[src/rtl/cpbus_pkg.sv]
package cpbus_pkg;

    // Attributes of one bus cycle, captured when the strobe is accepted
    typedef struct packed {
        logic sel;   // cycle targets the coprocessor
        logic cmd;   // command/status port (address bit 2 low)
        logic wr;    // write direction
    } cp_attr_t;

    localparam cp_attr_t CP_ATTR_IDLE = '{sel: 1'b0, cmd: 1'b0, wr: 1'b0};

    // IO space (mio_n low) plus top address bit high selects the coprocessor
    function automatic cp_attr_t cp_decode(input logic mio_n, input logic a_top,
                                           input logic a2, input logic wr);
        cp_attr_t r;
        r.sel = ~mio_n & a_top;
        r.cmd = ~a2;
        r.wr  = wr;
        return r;
    endfunction

endpackage

[src/rtl/cpbus_decode.sv]
module cpbus_decode
    import cpbus_pkg::*;
(
    input  logic     mio_n,
    input  logic     a_top,
    input  logic     a2,
    input  logic     wr,
    output cp_attr_t attr
);

    always_comb begin
        attr = cp_decode(mio_n, a_top, a2, wr);
    end

endmodule

[src/rtl/cpbus_frame.sv]
module cpbus_frame
    import cpbus_pkg::*;
(
    input  logic     clk,
    input  logic     rst,
    input  logic     ads_n,
    input  logic     rdy_n,
    input  cp_attr_t attr_in,
    output logic     open_q,
    output logic     start_q,
    output cp_attr_t attr_q
);

    typedef enum logic {ST_IDLE = 1'b0, ST_OPEN = 1'b1} frame_st_t;

    frame_st_t st_q;
    logic      accept;
    logic      closing;

    // A strobe is taken when nothing is open, or when ready closes the open cycle
    assign closing = (st_q == ST_OPEN) && !rdy_n;
    assign accept  = !ads_n && ((st_q == ST_IDLE) || closing);

    always_ff @(posedge clk) begin
        if (rst) begin
            st_q    <= ST_IDLE;
            start_q <= 1'b0;
            attr_q  <= CP_ATTR_IDLE;
        end else begin
            start_q <= 1'b0;
            if (accept) begin
                st_q    <= ST_OPEN;
                attr_q  <= attr_in;
                start_q <= attr_in.sel;
            end else if (closing) begin
                st_q    <= ST_IDLE;
                attr_q  <= CP_ATTR_IDLE;
            end
        end
    end

    assign open_q = (st_q == ST_OPEN);

    // an open cycle without ready stays open
    a_r6_open_holds: assert property (@(posedge clk) disable iff (rst)
        (open_q && rdy_n) |=> open_q);

    // latched attributes hold while no ready arrives
    a_r8_attr_stable: assert property (@(posedge clk) disable iff (rst)
        (open_q && rdy_n) |=> $stable(attr_q));

    // ready while idle with no strobe leaves the tracker idle
    a_r10_idle_ready: assert property (@(posedge clk) disable iff (rst)
        (!open_q && ads_n) |=> !open_q);

endmodule

[src/rtl/cpbus_xcvr.sv]
module cpbus_xcvr (
    input  logic clk,
    input  logic rst,
    input  logic cp_open,
    input  logic cp_write,
    output logic xcvr_en
);

    // Release the shared data lines only while the coprocessor is read
    assign xcvr_en = !(cp_open && !cp_write);

    // enable is high whenever no coprocessor cycle is open
    a_r9_enable_idle: assert property (@(posedge clk) disable iff (rst)
        !cp_open |-> xcvr_en);

endmodule

[src/rtl/cpbus_tracker.sv]
module cpbus_tracker
    import cpbus_pkg::*;
(
    input  logic clk,
    input  logic rst,
    input  logic bus_ads_n,
    input  logic bus_rdy_n,
    input  logic bus_mio_n,
    input  logic bus_a_top,
    input  logic bus_a2,
    input  logic bus_wr,
    output logic cp_start,
    output logic cp_busy,
    output logic cp_cmd,
    output logic cp_wr,
    output logic xcvr_en
);

    cp_attr_t attr_now;
    cp_attr_t attr_q;
    logic     open_q;
    logic     start_q;

    cpbus_decode u_decode (
        .mio_n (bus_mio_n),
        .a_top (bus_a_top),
        .a2    (bus_a2),
        .wr    (bus_wr),
        .attr  (attr_now)
    );

    cpbus_frame u_frame (
        .clk     (clk),
        .rst     (rst),
        .ads_n   (bus_ads_n),
        .rdy_n   (bus_rdy_n),
        .attr_in (attr_now),
        .open_q  (open_q),
        .start_q (start_q),
        .attr_q  (attr_q)
    );

    assign cp_busy  = open_q && attr_q.sel;
    assign cp_cmd   = cp_busy && attr_q.cmd;
    assign cp_wr    = cp_busy && attr_q.wr;
    assign cp_start = start_q;

    cpbus_xcvr u_xcvr (
        .clk      (clk),
        .rst      (rst),
        .cp_open  (cp_busy),
        .cp_write (cp_wr),
        .xcvr_en  (xcvr_en)
    );

    // a start pulse only follows a qualified select on the bus
    a_r2_select_qual: assert property (@(posedge clk) disable iff (rst)
        cp_start |-> $past(!bus_mio_n && bus_a_top && !bus_ads_n));

    // a start pulse always belongs to an open coprocessor cycle
    a_r3_start_busy: assert property (@(posedge clk) disable iff (rst)
        cp_start |-> cp_busy);

    // the port flag does not move inside a cycle without ready
    a_r4_cmd_held: assert property (@(posedge clk) disable iff (rst)
        (cp_busy && bus_rdy_n) |=> $stable(cp_cmd));

    // the direction flag does not move inside a cycle without ready
    a_r5_wr_held: assert property (@(posedge clk) disable iff (rst)
        (cp_busy && bus_rdy_n) |=> $stable(cp_wr));

    // a coprocessor read keeps the transceiver off
    a_r9_read_off: assert property (@(posedge clk) disable iff (rst)
        (cp_busy && !cp_wr) |-> !xcvr_en);

endmodule

[config.mk]
export PLATFORM = sky130hd
export DESIGN_NAME = cpbus_tracker
export DESIGN_NICKNAME = d
export VERILOG_FILES = /design/src/rtl/cpbus_pkg.sv /design/src/rtl/cpbus_decode.sv /design/src/rtl/cpbus_frame.sv /design/src/rtl/cpbus_xcvr.sv /design/src/rtl/cpbus_tracker.sv
export SDC_FILE = /design/constraint.sdc
export NUM_CORES = 1
export LEC_CHECK = 0
export BUFFER_PORTS_ARGS = -buffer_cell sky130_fd_sc_hd__buf_2
export CAP_MARGIN = 0
export CORE_AREA = 2 2 39 41
export DETAILED_ROUTE_END_ITERATION = 7
export DIE_AREA = 0 0 41 43
export HOLD_SLACK_MARGIN = 0.05
export SETUP_SLACK_MARGIN = 0.15
export SYNTH_ARGS = -nofsm -noshare
export SYNTH_HDL_FRONTEND = slang
export SYNTH_SLANG_ARGS = --single-unit
export TNS_END_PERCENT = 30
[constraint.sdc]
create_clock -name clk -period 1 [get_ports clk]
set_input_delay 0.05 -clock clk [delete_from_list [all_inputs] [get_ports clk]]
set_output_delay 0.05 -clock clk [all_outputs]
set_load 0.05 [all_outputs]
-- Word level (Yosys, flattened, before mapping)
Cells that the tools add are included.
- register bits after elaboration: 5
- bits in latches: 0
- memory bits (writable): 0
- ROM bits: 0
- input bits: 8
- output and inout port bits: 5
- word-level logic and storage cells: 27
- memories kept: 0
- add/sub/neg operators: 0
- multipliers: 0
- div/mod/pow operators: 0
- magnitude comparators: 0
- equality and inequality tests: 0
- shift operators: 0
- multiplexer cells: 4
- bitwise operators: 5
- reductions and logical operators: 13
- operators by type and width (kind ; number):
    logical AND 1 bit ; 6
    two-way mux 3 bit ; 2
    zero test 1 bit ; 4
    inverter 1 bit ; 4
    two-way mux 1 bit ; 2
    nonzero test 2 bit ; 1
    OR reduction 2 bit ; 1
    bitwise AND 1 bit ; 1
    logical OR 1 bit ; 1

-- Logic depth before layout (Yosys ltp)
- depth in word-level cells: 6
- mapped depth: 2
- gate-level depth less buffers: 2

-- Cells and area by module
From an unflattened synthesis, not the netlist that was laid out.
- cells, all modules: 28
- area, all modules: 254.0 um2
- by module, submodules not included (module ; times used ; cells each ; area each (um2) ; sequential area each (um2)):
    cpbus_frame ; 1 ; 21 ; 203.9 ; 100.1
    cpbus_decode ; 1 ; 3 ; 25.0 ; 0.0
    cpbus_tracker ; 1 ; 3 ; 18.8 ; 0.0
    cpbus_xcvr ; 1 ; 1 ; 6.3 ; 0.0

-- Worst setup path before layout
OpenSTA, ideal clock, no wires.
- kind: reg-to-output
- start point: register u_frame.st_q, in the netlist u_frame.open_q
- end point: output port xcvr_en
- data arrival time: 1263 ps
- required time: 950 ps
- setup slack: -313 ps
- cell stages (with the launch flop): 3
- buffers on the path: 0
- path through: dfxtp_1 and2_1 nand2b_1
- word-level cells in the longest chain between the ends: 5
- ends and longest elaborated chain (item ; RTL line ; RTL):
    from (decl) ; cpbus_frame.sv:16 ; frame_st_t st_q;
    from (signal assigned) ; cpbus_frame.sv:26 ; st_q <= ST_IDLE;
    from (signal assigned) ; cpbus_frame.sv:32 ; st_q <= ST_OPEN;
    from (signal assigned) ; cpbus_frame.sv:36 ; st_q <= ST_IDLE;
    logical AND 1 bit * ; cpbus_tracker.sv:43 ; assign cp_busy = open_q && attr_q.sel;
    via cp_busy ; cpbus_tracker.sv:13 ; output logic cp_busy,
    logical AND 1 bit ; cpbus_tracker.sv:45 ; assign cp_wr = cp_busy && attr_q.wr;
    zero test 1 bit ; cpbus_xcvr.sv:10 ; assign xcvr_en = !(cp_open && !cp_write);
    logical AND 1 bit * ; cpbus_xcvr.sv:10 ;
    zero test 1 bit * ; cpbus_xcvr.sv:10 ;
    to (decl) ; cpbus_tracker.sv:16 ; output logic xcvr_en
Mark *: on every way through the listed nets, which the timed path passes. The rest lies on a longest branch.

-- Worst setup path in the final report
- start point: register u_frame.st_q, in the netlist u_frame.open_q
- end point: output port xcvr_en
- word-level cells in the longest chain between the ends: 5
- ends and longest elaborated chain (item ; RTL line):
    logical AND 1 bit * ; cpbus_tracker.sv:43
    logical AND 1 bit ; cpbus_tracker.sv:45
    zero test 1 bit ; cpbus_xcvr.sv:10
    logical AND 1 bit * ; cpbus_xcvr.sv:10
    zero test 1 bit * ; cpbus_xcvr.sv:10
Mark *: on every way between the ends. The rest lies on a longest branch, timed or not.

==> impl_metrics.ini <==
[cells_and_area]
diodes = 0
utilization_pct = 30.8
final_area_sq_um = 427
layout.cells.most_common = buf_2
final_cells = 57
synthToLayoutAreaGrowth_pct = 98.3
final_nets = 50
drive_gt1_share_pct = 65.9
mostFrequentLayoutCells = 7 x buf_2, 4 x clkbuf_4, 3 x dfxtp_1

[synth]
synth_cell_types = 13
synth_mux_area_share_pct = 4.65
synth_top_family_by_area = simple AND/OR/NAND/NOR gates
syn_area_per_cell_sq_um = 9.78
synthAdderAreaFrac_pct = 0
synth_fp_nets = 30
synth_seq_cells = 5
yosys.area_share.simple_pct = 27.3
seq_area_frac_synth_pct = 46.5
syn_inst = 22
syn-cell-area_sq_um = 215
yosysWarnings = 0
synth-compound-area-share_pct = 18.0
synth_xor_area_share_pct = 0

[worst_setup_path]
cp_top_family = flip-flops
slowest_stage = dfxtp_4
timing.rr.end = u_frame.attr_q[1]
startpoint = u_frame.open_q
end_kind = primary output
crit_path_start_kind = register
cp_max_fo = 5
rr_worst_depth = 3
cp_num_cells = 3
slowest_delay_ns = 0.36
r2r-start = u_frame.open_q
worstSetupEndpoint = xcvr_en
path_buf_inv = 1
critPathArrivalTime_ns = 0.96
reg2reg_slack_ns = 0.03
crit_type = register to primary output
cp.required_ns = 0.95
path_cells = and2_4 -> nand2b_4 -> buf_8

[detailed_routing]
ant_nets = 0
via_per_inst = 4.18
vias = 238
routed_wl_um = 523
wl_per_cell_um = 9.18
drc = 0
drtIter0Drc = 2
firstDrtPassIters = 4

[grt]
grt_use_total_pct = 7.03
grt_overflow = 0
grt_pass1_vias = 204
antenna_found_initial = 0
grt_pass1_wl_um = 738
grt_max_degree = 8

[floorplanning]
start_util_pct = 15.6
die_height_um = 43
core_area_sq_mm = 0.00138
dieArea_sq_mm = 0.00176
rows = 14
die_x_um = 41
ios = 13

[run_status]
violations = negative setup slack
outcome = finished, violations left

[power_and_ir_drop]
vdd_drop_max_uv = 490
power_frac_comb_pct = 15.7
p_seq_share_pct = 40.7
power.density_mw_per_mm2 = 1270
swShare_pct = 24.5
p_int_uw = 408
switching_power_uw = 132
clockPowerShare_pct = 43.6
p_leak_nw = 0.182

[sta]
hold_viol = 0
fin_worst_skew_ns = 0.00292
slew_headroom_pct = 80.7
setup_tns_ns = -0.00846
rsz0062_at_grt = yes
setup_violations = 2
finalCritPeriodShare_pct = 101
maxSlewViolCount = 0
max_slew.worst_pin.slew_ns = 0.283
max_freq_mhz = 994
fin_ws_ns = -0.00637
min_period_ns = 1.01

[clocking]
clk_pin_slew_ns = 0.04
numCtsBuffers = 3
clkSinkCount = 5
ctsHtreeMaxLevel = 1
cts_tree = yes
clock_path_buffers = 2
root_buffer = clkbuf_4
insertion_delay_ns = 0.24

[place]
post-place-cells = 50
gp_congestion = 0.712
port_buffers = 12
dpl_cell_area_sq_um = 302

[worst_hold_path]
min_path_type = primary input to register

[job]
maxCapViolCount = 0
[power groups by stage]
| stage | combinational, mW | clock [mW] | sequential (mW) |
|---|---|---|---|
| finish | 0.0850 | 0.235 | 0.220 |
| CTS | 0.0750 | 0.244 | 0.219 |
| floorplan | 0.0296 | 0 | 0.225 |
| detailed placement | 0.0572 | 0 | 0.223 |
| global placement | 0.0561 | 0 | 0.222 |
| global route | 0.0910 | 0.254 | 0.221 |
[how the worst min path moves through the flow]
stage              start                end  slack, ns  cells after the start
2_1_floorplan        rst     u_frame.open_q       0.12                      1
3_3_place_gp      bus_a2  u_frame.attr_q[1]       0.26                      2
3_5_place_dp      bus_a2  u_frame.attr_q[1]       0.27                      2
4_1_cts              rst     u_frame.open_q       0.05                      2
5_1_grt        bus_mio_n    u_frame.start_q       0.08                      3
6_report       bus_mio_n    u_frame.start_q       0.07                      3
[cells in the mapped netlist, drive strengths merged]
cell type  count  area share (%)
dfxtp          5              47
nand2          1             1.7
a21oi          1             2.3
and3           2             5.8
nand2b         3              11
a21o           1             3.5
inv            2             3.5
and2           1             2.9
nor2           1             1.7
or3b           1             4.1
mux2i          1             4.7
o32ai          3              12
[stage by stage]
stage,power [mW],worst slack (ns),hold WS [ns]
2_1_floorplan,0.254,0.0955,0.119
3_3_place_gp,0.278,0.0462,0.260
3_5_place_dp,0.280,-0.00675,0.266
4_1_cts,0.538,-0.00804,0.0536
5_1_grt,0.566,-0.0376,0.0753
6_report,0.540,-0.00637,0.0690
[routing by layer]
layer	up-vias	track usage (%)	part of all wire (%)
li1	117	-	-
met1	108	5.79	37
met2	10	9.69	52
met3	3	4.71	6.9
met4	0	8.00	3.6
met5	-	0	0
[what timing repair did]
action                     CTS  global route
setup endpoints to repair    7             9
hold endpoints to repair     2             0
hold buffers                 2             0
setup buffers                1             0
pin swaps                    1             1
resized for setup           15             4
[state kept, by name, summed over array words and instances, names as in the netlist]
register         count
u_frame.start_q      1
u_frame.attr_q       3
u_frame.open_q       1
[cells by family after synthesis]
| family | Yosys count |
|---|---|
| AOI/OAI and AO/OA | 5 |
| and+or+nand+nor | 9 |
| buffers and inverters | 2 |
| DFF | 5 |
| muxes | 1 |
[worst register-to-register path, cell delays in order, from the launching register on]
cell	delay (ns)
dfxtp_4	0.35
buf_4	0.14
a21o_4	0.21
o32ai_2	0.19
[area by class of cell]
cell class	instances	area, sq um
Multi-Input combinational cell	15	149
Timing Repair Buffer	15	119
Sequential cell	5	105
Inverter	2	7.51
Clock buffer	4	26.3
Fill cell	156	957
Tap cell	16	20.0
Power figures use the tool's default switching activity.
